`src/rtl/cfgchain_pkg.sv`:
```
`timescale 1ns/1ps
package cfgchain_pkg;
  typedef enum logic [2:0] {
    ST_IDLE,
    ST_SEND,
    ST_WAIT,
    ST_RECV,
    ST_TRAIL
  } mst_state_e;
endpackage

```
`src/rtl/cfgchain_dn_ser.sv`:
```
`timescale 1ns/1ps
module cfgchain_dn_ser #(
  parameter int SAT_W  = 4,
  parameter int REG_W  = 6,
  parameter int DATA_W = 64,
  parameter int GRP_W  = 16
) (
  input  logic              clk,
  input  logic              rst,
  input  logic              load,
  input  logic              shift,
  input  logic [SAT_W-1:0]  sat_id,
  input  logic [REG_W-1:0]  reg_addr,
  input  logic              rnw,
  input  logic [DATA_W-1:0] wdata,
  output logic              dl,
  output logic              last
);
  localparam int NGRP    = DATA_W / GRP_W;
  localparam int HDR_LEN = SAT_W + REG_W + 3;
  localparam int FRM_LEN = HDR_LEN + DATA_W + NGRP;
  localparam int CW      = $clog2(FRM_LEN + 1);

  logic [NGRP-1:0]    gpar;
  logic [FRM_LEN-1:0] frame;
  logic [FRM_LEN-1:0] sr;
  logic [CW-1:0]      left;
  logic [CW-1:0]      len;
  logic               dl_q;

  // group parity, first sent bit covers the top group
  for (genvar g = 0; g < NGRP; g++) begin : g_wpar
    assign gpar[NGRP-1-g] = ^wdata[DATA_W-1-g*GRP_W -: GRP_W];
  end

  assign frame = {1'b1, sat_id, reg_addr, rnw, ^{sat_id, reg_addr, rnw}, wdata, gpar};
  assign len   = rnw ? CW'(HDR_LEN) : CW'(FRM_LEN);

  always_ff @(posedge clk) begin
    if (rst) begin
      sr   <= '0;
      left <= '0;
      dl_q <= 1'b0;
    end else if (load) begin
      sr   <= frame;
      left <= len;
      dl_q <= 1'b0;
    end else if (shift) begin
      dl_q <= sr[FRM_LEN-1];
      sr   <= {sr[FRM_LEN-2:0], 1'b0};
      left <= left - CW'(1);
    end else begin
      dl_q <= 1'b0;
    end
  end

  assign dl   = dl_q;
  assign last = (left == CW'(1));
endmodule

```
`src/rtl/cfgchain_up_deser.sv`:
```
`timescale 1ns/1ps
module cfgchain_up_deser #(
  parameter int SAT_W  = 4,
  parameter int REG_W  = 6,
  parameter int DATA_W = 64,
  parameter int GRP_W  = 16
) (
  input  logic              clk,
  input  logic              rst,
  input  logic              clr,
  input  logic              shift,
  input  logic              bit_in,
  output logic              hdr_last,
  output logic              dat_last,
  output logic [3:0]        flags_early,
  output logic [3:0]        flags,
  output logic              par_bad,
  output logic [DATA_W-1:0] rdata,
  output logic              dpar_bad
);
  localparam int NGRP = DATA_W / GRP_W;
  localparam int UH   = SAT_W + REG_W + 5;   // after the start bit
  localparam int UD   = DATA_W + NGRP;
  localparam int UT   = UH + UD;
  localparam int CW   = $clog2(UT + 1);

  logic [UH-1:0]   hdr_sr;
  logic [UD-1:0]   dat_sr;
  logic [CW-1:0]   cnt;
  logic [NGRP-1:0] grp_bad;

  always_ff @(posedge clk) begin
    if (rst || clr) begin
      hdr_sr <= '0;
      dat_sr <= '0;
      cnt    <= '0;
    end else if (shift) begin
      if (cnt < CW'(UH)) hdr_sr <= {hdr_sr[UH-2:0], bit_in};
      else               dat_sr <= {dat_sr[UD-2:0], bit_in};
      cnt <= cnt + CW'(1);
    end
  end

  assign hdr_last    = (cnt == CW'(UH - 1));
  assign dat_last    = (cnt == CW'(UT - 1));
  assign flags_early = hdr_sr[3:0];
  assign flags       = hdr_sr[4:1];
  assign par_bad     = ^hdr_sr;
  assign rdata       = dat_sr[UD-1:NGRP];

  for (genvar g = 0; g < NGRP; g++) begin : g_rpar
    assign grp_bad[g] = (^dat_sr[UD-1-g*GRP_W -: GRP_W]) ^ dat_sr[NGRP-1-g];
  end
  assign dpar_bad = |grp_bad;
endmodule

```
`src/rtl/cfgchain_tmo.sv`:
```
`timescale 1ns/1ps
module cfgchain_tmo #(
  parameter int TO_W = 16
) (
  input  logic            clk,
  input  logic            rst,
  input  logic            run,
  input  logic [TO_W-1:0] limit,
  output logic            hit
);
  logic [TO_W-1:0] cnt;

  always_ff @(posedge clk) begin
    if (rst || !run) cnt <= '0;
    else             cnt <= cnt + TO_W'(1);
  end

  assign hit = run && (({1'b0, cnt} + (TO_W+1)'(1)) >= {1'b0, limit});
endmodule

```
`src/rtl/cfgchain_master.sv`:
```
`timescale 1ns/1ps
module cfgchain_master #(
  parameter int SAT_W  = 4,
  parameter int REG_W  = 6,
  parameter int DATA_W = 64,
  parameter int GRP_W  = 16,
  parameter int TO_W   = 16
) (
  input  logic              clk,
  input  logic              rst,
  input  logic              cmd_start,
  input  logic [SAT_W-1:0]  cmd_sat,
  input  logic [REG_W-1:0]  cmd_reg,
  input  logic              cmd_rnw,
  input  logic [DATA_W-1:0] cmd_wdata,
  input  logic [TO_W-1:0]   tmo_limit,
  output logic              ctl_out,
  output logic              dl_out,
  input  logic              ul_in,
  output logic              busy,
  output logic              done,
  output logic [DATA_W-1:0] rsp_rdata,
  output logic              rsp_hdr_err,
  output logic              rsp_wpar_err,
  output logic              rsp_acc_err,
  output logic              rsp_addr_err,
  output logic              rsp_par_err,
  output logic              rsp_dpar_err,
  output logic              rsp_timeout
);
  import cfgchain_pkg::*;

  mst_state_e st, st_nx;
  logic start_ok, tx_last, hdr_last, dat_last, tmo_hit, tmo_run;
  logic fin, abt, to_trail, set_long;
  logic rnw_q, long_q, seen0, ctl_q, busy_q, done_q;
  logic [3:0] flags_early, flags;
  logic par_bad, dpar_bad;
  logic [DATA_W-1:0] rdata;

  assign start_ok = (st == ST_IDLE) && cmd_start;
  assign tmo_run  = (st == ST_WAIT) || (st == ST_RECV) || (st == ST_TRAIL);

  cfgchain_dn_ser #(.SAT_W(SAT_W), .REG_W(REG_W), .DATA_W(DATA_W), .GRP_W(GRP_W)) u_tx (
    .clk(clk), .rst(rst), .load(start_ok), .shift(st == ST_SEND),
    .sat_id(cmd_sat), .reg_addr(cmd_reg), .rnw(cmd_rnw), .wdata(cmd_wdata),
    .dl(dl_out), .last(tx_last)
  );

  cfgchain_up_deser #(.SAT_W(SAT_W), .REG_W(REG_W), .DATA_W(DATA_W), .GRP_W(GRP_W)) u_rx (
    .clk(clk), .rst(rst), .clr(start_ok), .shift(st == ST_RECV), .bit_in(ul_in),
    .hdr_last(hdr_last), .dat_last(dat_last), .flags_early(flags_early),
    .flags(flags), .par_bad(par_bad), .rdata(rdata), .dpar_bad(dpar_bad)
  );

  cfgchain_tmo #(.TO_W(TO_W)) u_tmo (
    .clk(clk), .rst(rst), .run(tmo_run), .limit(tmo_limit), .hit(tmo_hit)
  );

  always_comb begin
    st_nx    = st;
    fin      = 1'b0;
    abt      = 1'b0;
    to_trail = 1'b0;
    set_long = 1'b0;
    case (st)
      ST_IDLE:  if (cmd_start) st_nx = ST_SEND;
      ST_SEND:  if (tx_last) st_nx = ST_WAIT;
      ST_WAIT: begin
        if (tmo_hit)    abt = 1'b1;
        else if (ul_in) st_nx = ST_RECV;
      end
      ST_RECV: begin
        if (tmo_hit) abt = 1'b1;
        else if (hdr_last) begin
          if (rnw_q && (flags_early == 4'b0000)) set_long = 1'b1;
          else                                   to_trail = 1'b1;
        end else if (dat_last) to_trail = 1'b1;
      end
      ST_TRAIL: begin
        if (ul_in && seen0) fin = 1'b1;
        else if (tmo_hit)   abt = 1'b1;
      end
      default: st_nx = ST_IDLE;
    endcase
    if (to_trail)   st_nx = ST_TRAIL;
    if (fin || abt) st_nx = ST_IDLE;
  end

  always_ff @(posedge clk) begin
    if (rst) begin
      st           <= ST_IDLE;
      rnw_q        <= 1'b0;
      long_q       <= 1'b0;
      seen0        <= 1'b0;
      ctl_q        <= 1'b0;
      busy_q       <= 1'b0;
      done_q       <= 1'b0;
      rsp_rdata    <= '0;
      rsp_hdr_err  <= 1'b0;
      rsp_wpar_err <= 1'b0;
      rsp_acc_err  <= 1'b0;
      rsp_addr_err <= 1'b0;
      rsp_par_err  <= 1'b0;
      rsp_dpar_err <= 1'b0;
      rsp_timeout  <= 1'b0;
    end else begin
      st     <= st_nx;
      done_q <= fin || abt;
      if (start_ok) begin
        rnw_q  <= cmd_rnw;
        long_q <= 1'b0;
        ctl_q  <= 1'b1;
        busy_q <= 1'b1;
      end
      if (set_long) long_q <= 1'b1;
      if (to_trail) seen0 <= 1'b0;
      else if ((st == ST_TRAIL) && !ul_in) seen0 <= 1'b1;
      if (fin || abt) begin
        ctl_q  <= 1'b0;
        busy_q <= 1'b0;
      end
      if (fin) begin
        rsp_hdr_err  <= flags[3];
        rsp_wpar_err <= flags[2];
        rsp_acc_err  <= flags[1];
        rsp_addr_err <= flags[0];
        rsp_par_err  <= par_bad;
        rsp_rdata    <= long_q ? rdata : '0;
        rsp_dpar_err <= long_q && dpar_bad;
        rsp_timeout  <= 1'b0;
      end else if (abt) begin
        rsp_hdr_err  <= 1'b0;
        rsp_wpar_err <= 1'b0;
        rsp_acc_err  <= 1'b0;
        rsp_addr_err <= 1'b0;
        rsp_par_err  <= 1'b0;
        rsp_rdata    <= '0;
        rsp_dpar_err <= 1'b0;
        rsp_timeout  <= 1'b1;
      end
    end
  end

  assign ctl_out = ctl_q;
  assign busy    = busy_q;
  assign done    = done_q;
endmodule

```
`config.mk`:
```
export PLATFORM = sky130hd
export DESIGN_NAME = cfgchain_master
export DESIGN_NICKNAME = d
export VERILOG_FILES = /design/src/rtl/cfgchain_pkg.sv /design/src/rtl/cfgchain_dn_ser.sv /design/src/rtl/cfgchain_up_deser.sv /design/src/rtl/cfgchain_tmo.sv /design/src/rtl/cfgchain_master.sv
export SDC_FILE = /design/constraint.sdc
export NUM_CORES = 1
export LEC_CHECK = 0
export BUFFER_PORTS_ARGS = -buffer_cell sky130_fd_sc_hd__clkbuf_2
export CORE_ASPECT_RATIO = 0.5
export CORE_MARGIN = 2
export CORE_UTILIZATION = 39
export DETAILED_ROUTE_END_ITERATION = 8
export GPL_TIMING_DRIVEN = 0
export SLEW_MARGIN = 0
export SYNTH_ARGS = -nofsm -noshare
export SYNTH_HDL_FRONTEND = slang
export SYNTH_SLANG_ARGS = --single-unit
export TNS_END_PERCENT = 20
```
`constraint.sdc`:
```
create_clock -name clk -period 5.7 [get_ports clk]
set_input_delay 0.855 -clock clk [delete_from_list [all_inputs] [get_ports clk]]
set_output_delay 0.855 -clock clk [all_outputs]
set_load 0.005 [all_outputs]
```
**After elaboration in Yosys (flattened, before gate mapping)**

Index checks and enable logic that the tools add are counted.

- Reduce and logical (&&, ||, !) cells: 40
- Bitwise gates (word level): 7
- Order comparisons: 2
- $add $sub $neg: 4
- Equal/unequal tests: 16
- Muxes and demuxes: 37

Operators by type and width:

| cell | number |
|---|---|
| $mux W64 | 3 |
| $mux W81 | 2 |
| $reduce_xor A16 Y1 | 8 |
| $mux W1 | 22 |
| $mux W7 | 3 |
| $add A16 B1 Y17 const B | 1 |
| $ge A17 B16 Y1 | 1 |
| $add A16 B1 Y16 const B | 1 |
| $mux W3 | 5 |
| $reduce_xor A15 Y1 | 1 |
| $ne A3 B3 Y1 const B | 4 |
| $pmux W3 S4 | 1 |
| $reduce_xor A11 Y1 | 1 |
| $reduce_and A5 Y1 | 2 |
| $reduce_or A2 Y1 | 5 |
| $ne A2 B2 Y1 const B | 4 |
| $add A7 B1 Y7 const B | 1 |
| $eq A7 B1 Y1 const B | 1 |
| $eq A7 B4 Y1 const B | 1 |
| $eq A7 B7 Y1 const B | 1 |
| $lt A7 B4 Y1 const B | 1 |
| $sub A7 B1 Y7 const B | 1 |
| $eq A3 B2 Y1 const B | 2 |
| $logic_and A1 B1 Y1 | 6 |
| other kinds (14) | 28 |

- Register bits: 274
- Output and inout bits: 75
- Input bits: 95

**Depth between registers and ports, before layout**

- Depth in word-level cells: 9
- Depth in mapped cells: 16
- Gate-level depth less buffers: 14

**Modules after synthesis**

From an unflattened synthesis, not the netlist that was laid out.

- Cell total of the unflattened synthesis: 1414
- Area total of the unflattened synthesis: 12787.3 um2

Modules (own cells, without submodules):

| module | times used | area each (um2) | cells each |
|---|---|---|---|
| cfgchain_dn_ser | 1 | 4561.9 | 546 |
| cfgchain_up_deser | 1 | 4475.5 | 532 |
| cfgchain_master | 1 | 2620.0 | 209 |
| cfgchain_tmo | 1 | 1129.8 | 127 |

**Least setup slack after synthesis**

OpenSTA, ideal clock, no wires.

- Path kind: register to register
- From: register u_tmo.cnt[2]
- To: register rsp_rdata[54]
- Cell stages (with the launch flop): 17
- Path slack: 2.723 ns
- Arrival time: 2.860 ns
- Clock period less this slack: 2.977 ns
- Cells stage by stage: dfxtp_1 and4_1 and2_2 nand4_1 inv_1 and2_1 xor2_1 ha_1 nand4_1 nor4_1 a211oi_1 o21ai_1 a21oi_2 a31o_1 buf_6 buf_6 a22o_1

- Word-level cells in the longest chain between the ends: 7

Ends and longest elaborated chain:

| what | RTL line | source |
|---|---|---|
| from (decl) | cfgchain_tmo.sv:11 | `logic [TO_W-1:0] cnt;` |
| from (signal assigned) | cfgchain_tmo.sv:15 | `else cnt <= cnt + TO_W'(1);` |
| $add A16 B1 Y17 * | cfgchain_tmo.sv:18 | `assign hit = run && (({1'b0, cnt} + (TO_W+1)'(1)) >= {1'b0, limit});` |
| $ge A17 B16 Y1 * | cfgchain_tmo.sv:18 |  |
| $logic_and A1 B1 Y1 * | cfgchain_tmo.sv:18 |  |
| $mux W1 * | cfgchain_master.sv:70, cfgchain_master.sv:74, cfgchain_master.sv:82 |  |
| $mux W1 | cfgchain_master.sv:81 | `if (ul_in && seen0) fin = 1'b1;` |
| $pmux W1 S2 * | cfgchain_master.sv:66 | `case (st)` |
| $reduce_bool A2 Y1 (no line) * | -- |  |
| to (signal assigned) | cfgchain_master.sv:129 | `rsp_rdata <= long_q ? rdata : '0;` |
| to (decl) | cfgchain_master.sv:22 | `output logic [DATA_W-1:0] rsp_rdata,` |

Every way passes the cells marked *; elsewhere a longest branch is shown, timed or not.
A chain may end at the register's enable or synchronous reset.

**Final worst setup path**

Same ends and word-level chain as after synthesis.

==> out/summary.log <==
qor: setup_path.crit_path_max_fanout 10
qor: route.avgRoutedWirePerCell 14.84 um
qor: synth.synth.net_count 1,415
qor: setup_path.worst_r2r_startpoint u_tmo.cnt[2]$_SDFF_PP0_
qor: floorplan.die_x 248.4 um
qor: setup_path.required 6200 ps
qor: setup_path.worst_r2r_endpoint rsp_rdata[54]$_SDFFE_PP0P_
qor: pwr.power.leakage 5.356 nW
qor: floorplan.dieArea 0.03136 mm^2
qor: grt.grtUsageTotal 17.79%
qor: pwr.max-vdd-ir-drop 0.2415 mV
qor: synth.postSynthRegisterBits 274
qor: clock_network.cts_made_buffers 25
qor: clock_network.clkLatencyLatePin 560 ps
qor: placement.io_buffer_count 169
qor: route.highest-signal-layer met4
qor: synth.yosysSeqAreaShare 47.08%
qor: timing.rsz0062_at_grt no
qor: final_layout.nets 1,611
qor: route.vias 9,604
qor: hold_path.hp-start u_tx.sr[62]$_SDFFE_PP0P_
qor: timing.timing.slew.headroom 41.94%
qor: setup_path.slowest_stage sky130_fd_sc_hd__dfxtp_1
qor: pwr.power.density_cell_area 374.7 mW/mm^2
qor: synth.syn_inst 1,297
qor: route.met3WireLength 1104 um
qor: grt.grt_remaining_overflow 0
qor: final_layout.antenna-diode-count 0
qor: floorplan.top_level_ports 170
qor: synth.yosysMostFrequentCell sky130_fd_sc_hd__dfxtp_1
qor: final_layout.final_layout_size_suffix_gt1_share 15.68%
qor: setup_path.worst_ep_arrival_time 4040 ps
qor: final_layout.area_delta_synth_final 18.89%
qor: clock_network.clock-sinks 274
qor: setup_path.timing.critical_path.buf_inv 3
qor: setup_path.delay_of_the_slowest_critical_path_stage 410 ps
qor: timing.max_freq 282.1 MHz
qor: hold_path.holdCritPathClass reg2reg
qor: floorplan.die_h 126.2 um
qor: synth.syn_area 0.01165 mm^2
qor: timing.final_min_period_over_clock_period 62.19%
qor: route.route.antenna.remaining_nets 0
qor: timing.final_number_of_setup_violating_endpoints 0
qor: synth.synth_enable_flop_cells 0
qor: setup_path.timing.critical_path.cells and4_1 -> and2_2 -> nand4_1 -> inv_1 -> and2_1 -> xor2_1 -> ha_1 -> nand4_1 -> nor4_1 -> a211oi_1 -> o21ai_1 -> a21oi_2 -> a31o_1 -> buf_6 -> buf_6 -> a22o_1
qor: setup_path.critical_path.startpoint_type register
qor: clock_network.cts_tree built
qor: route.drt-vias-per-instance 5.049
qor: clock_network.cts_resized 0
qor: hold_path.worst_hold_path.endpoint u_tx.sr[62]$_SDFFE_PP0P_
qor: route.drt_iter0_markers 496
qor: clock_network.hold_buffers 0
qor: synth.postSynthAreaPerCell 8.983 um^2
qor: placement.placement.cell_area 0.01299 mm^2
qor: route.wl_met2 13,570 um
qor: clock_network.cts-htree-levels 1
qor: floorplan.initial_utilization 39.93%
qor: synth.ys_top_cells_by_area sky130_fd_sc_hd__dfxtp_1 47%, sky130_fd_sc_hd__xnor2_1 10%, sky130_fd_sc_hd__nand2_1 7.6%, sky130_fd_sc_hd__a21oi_1 7.0%, sky130_fd_sc_hd__a22oi_1 5.1%
qor: setup_path.timing.setup.critical_path_class reg2reg
qor: timing.worst_slew_pin_tran 867.7 ps
qor: floorplan.core_area 0.02918 mm^2
qor: synth.synth_top_flop_cell sky130_fd_sc_hd__dfxtp_1
qor: clock_network.max-clock-path-buffers 3
qor: setup_path.reg2reg_slack 2160 ps
qor: clock_network.cts.clk_slew.worst_paths 70 ps
qor: timing.clock-skew-final 25.71 ps
qor: floorplan.core.rowCount 44
qor: final_layout.fillCellCount 2,817
qor: setup_path.cpLargestDelayFamily compound AO/OA/AOI/OAI gates
qor: grt.grt_max_degree 17
qor: route.totalWireLength 28,240 um
qor: synth.post_synth_num_cell_types 48
qor: synth.synth_top_area_share 47.08%
qor: timing.finalHoldViolCount 0
qor: synth.postSynth.asyncResetShare 0%
qor: flow_run.drv.max_cap_violation_count 0
qor: setup_path.endpoint_kind register
qor: grt.grt_pass1_wl 46,970 um
qor: grt.antenna_found_initial 0
qor: placement.hpwl 20,740 um
qor: synth.synthDominantAreaCellType sky130_fd_sc_hd__dfxtp_1
qor: status.outcome finished clean
qor: timing.fin_setup_tns 0 ps
qor: synth.yosysWarningCount 0
qor: grt.number_of_global_route_vias_before_repair 9,496
qor: placement.finalWeightedCongestion 0.8058
qor: synth.synthTopCellsByCount 274 x sky130_fd_sc_hd__dfxtp_1, 235 x sky130_fd_sc_hd__nand2_1, 162 x sky130_fd_sc_hd__a21oi_1, 135 x sky130_fd_sc_hd__xnor2_1, 79 x sky130_fd_sc_hd__a22oi_1
qor: setup_path.worstRegToRegCells 16
qor: final_layout.final_area 0.01385 mm^2
qor: route.drt_pre_antenna_iters 5
qor: route.route.layer.met1.wl 13,180 um
qor: clock_network.postCtsSetupBuffers 0
qor: timing.post-route-min-period 3545 ps
qor: clock_network.clock_tree.root_cell sky130_fd_sc_hd__clkbuf_16
qor: timing.maxSlewViolCount 0
qor: route.post-route-drc-count 0
qor: hold_path.min_path_cells 2
==> state kept, by name, indices dropped and copies added (netlist names), 3 cells and up <==
register	flops
u_tx.sr	81
u_rx.dat_sr	68
rsp_rdata	64
u_tmo.cnt	16
u_rx.hdr_sr	15
u_rx.cnt	7
u_tx.left	7
st	3
==> worst register-to-register path: cells and delay by family, from the launching register on <==
family | cells | cell delay (ps)
AO/OA/AOI/OAI | 5 | 1170
XOR/XNOR | 1 | 210
adder cells (fa/ha/maj) | 1 | 290
AND/OR/NAND/NOR | 6 | 930
flip-flops | 1 | 410
buffers and inverters | 3 | 490
==> worst max-delay path by stage <==
stage	start	to	slack, ps	depth (start not counted)
CTS	u_tmo.cnt[2]$_SDFF_PP0_	rsp_rdata[58]$_SDFFE_PP0P_	2130	16
finish	u_tmo.cnt[2]$_SDFF_PP0_	rsp_rdata[54]$_SDFFE_PP0P_	2160	16
detailed placement	u_tmo.cnt[2]$_SDFF_PP0_	rsp_rdata[61]$_SDFFE_PP0P_	2170	16
floorplan	u_tmo.cnt[2]$_SDFF_PP0_	rsp_rdata[54]$_SDFFE_PP0P_	2720	16
global route	u_tmo.cnt[2]$_SDFF_PP0_	rsp_rdata[54]$_SDFFE_PP0P_	1810	16
global placement	u_tmo.cnt[2]$_SDFF_PP0_	rsp_rdata[60]$_SDFFE_PP0P_	2210	16
==> report_power, final <==
group	internal [W]	switching [W]	leakage, nW
combinational	0.000413	0.000780	2.71
clock	0.00102	0.000772	0.427
sequential	0.00210	0.000113	2.22
==> cells in the final DEF (no fill, tap or decap), drive strengths merged, types with 2 or more instances in the layout <==
master	n
and2	3
a31oi	7
a21o	6
and3	4
nand4	9
xor2	32
o21a	2
nand3	13
ha	23
o32ai	4
dfxtp	274
buf	29
xnor2	135
o22ai	2
clkinvlp	2
bufinv	3
nor2	60
mux2i	11
and4	2
inv	29
a22o	65
nand2b	8
clkinv	6
nor4	3
nand2	235
a21oi	163
a41oi	2
clkbuf	256
a211oi	3
o21ai	5
nor3	7
a22oi	79
nor2b	20
==> through the flow <==
step	instances	power, W	setup slack, ps	utilization (%)	hold WS, ps
after CTS	1902	0.005238	2132	47.47	455.6
after global routing	1902	0.005504	1807	47.47	472.6
after floorplan	1297	0.003089	2723	-	409.9
after global placement	1857	0.003401	2215	44.51	436.2
final	1902	0.005191	2155	47.47	454.8
after detailed placement	1857	0.003442	2174	44.51	446.7
==> layout make-up <==
type                       instances  area [um^2]  share of cell area [%]
multi-input combinational        912         5693                   41.10
sequential                       274         5485                   39.60
timing repair buffer             169        845.8                   6.106
clock buffer                      32        701.9                   5.067
tap                              391        489.2                   3.532
buffer                            84        371.6                   2.683
clock inverter                    13        163.9                   1.183
inverter                          27        101.3                  0.7316
==> logic make-up (layout without fill, tap and decap cells) <==
group,after synthesis,in the layout,synth area share [%]
AND/OR/NAND/NOR,369,369,13.56
AO/OA/AOI/OAI,342,342,19.33
flip-flops,274,274,47.08
XOR/XNOR,167,167,12.55
buffers and inverters,111,325,4.059
adder cells (fa/ha/maj),23,23,2.470
multiplexers,11,11,0.9451
==> per-layer routing <==
metal	up-vias	GRT usage, %
li1	4860	-
met1	4565	22.53
met2	144	31.63
met3	35	3.659
met4	0	3.241
met5	-	0
Power figures use the tool's default switching activity.
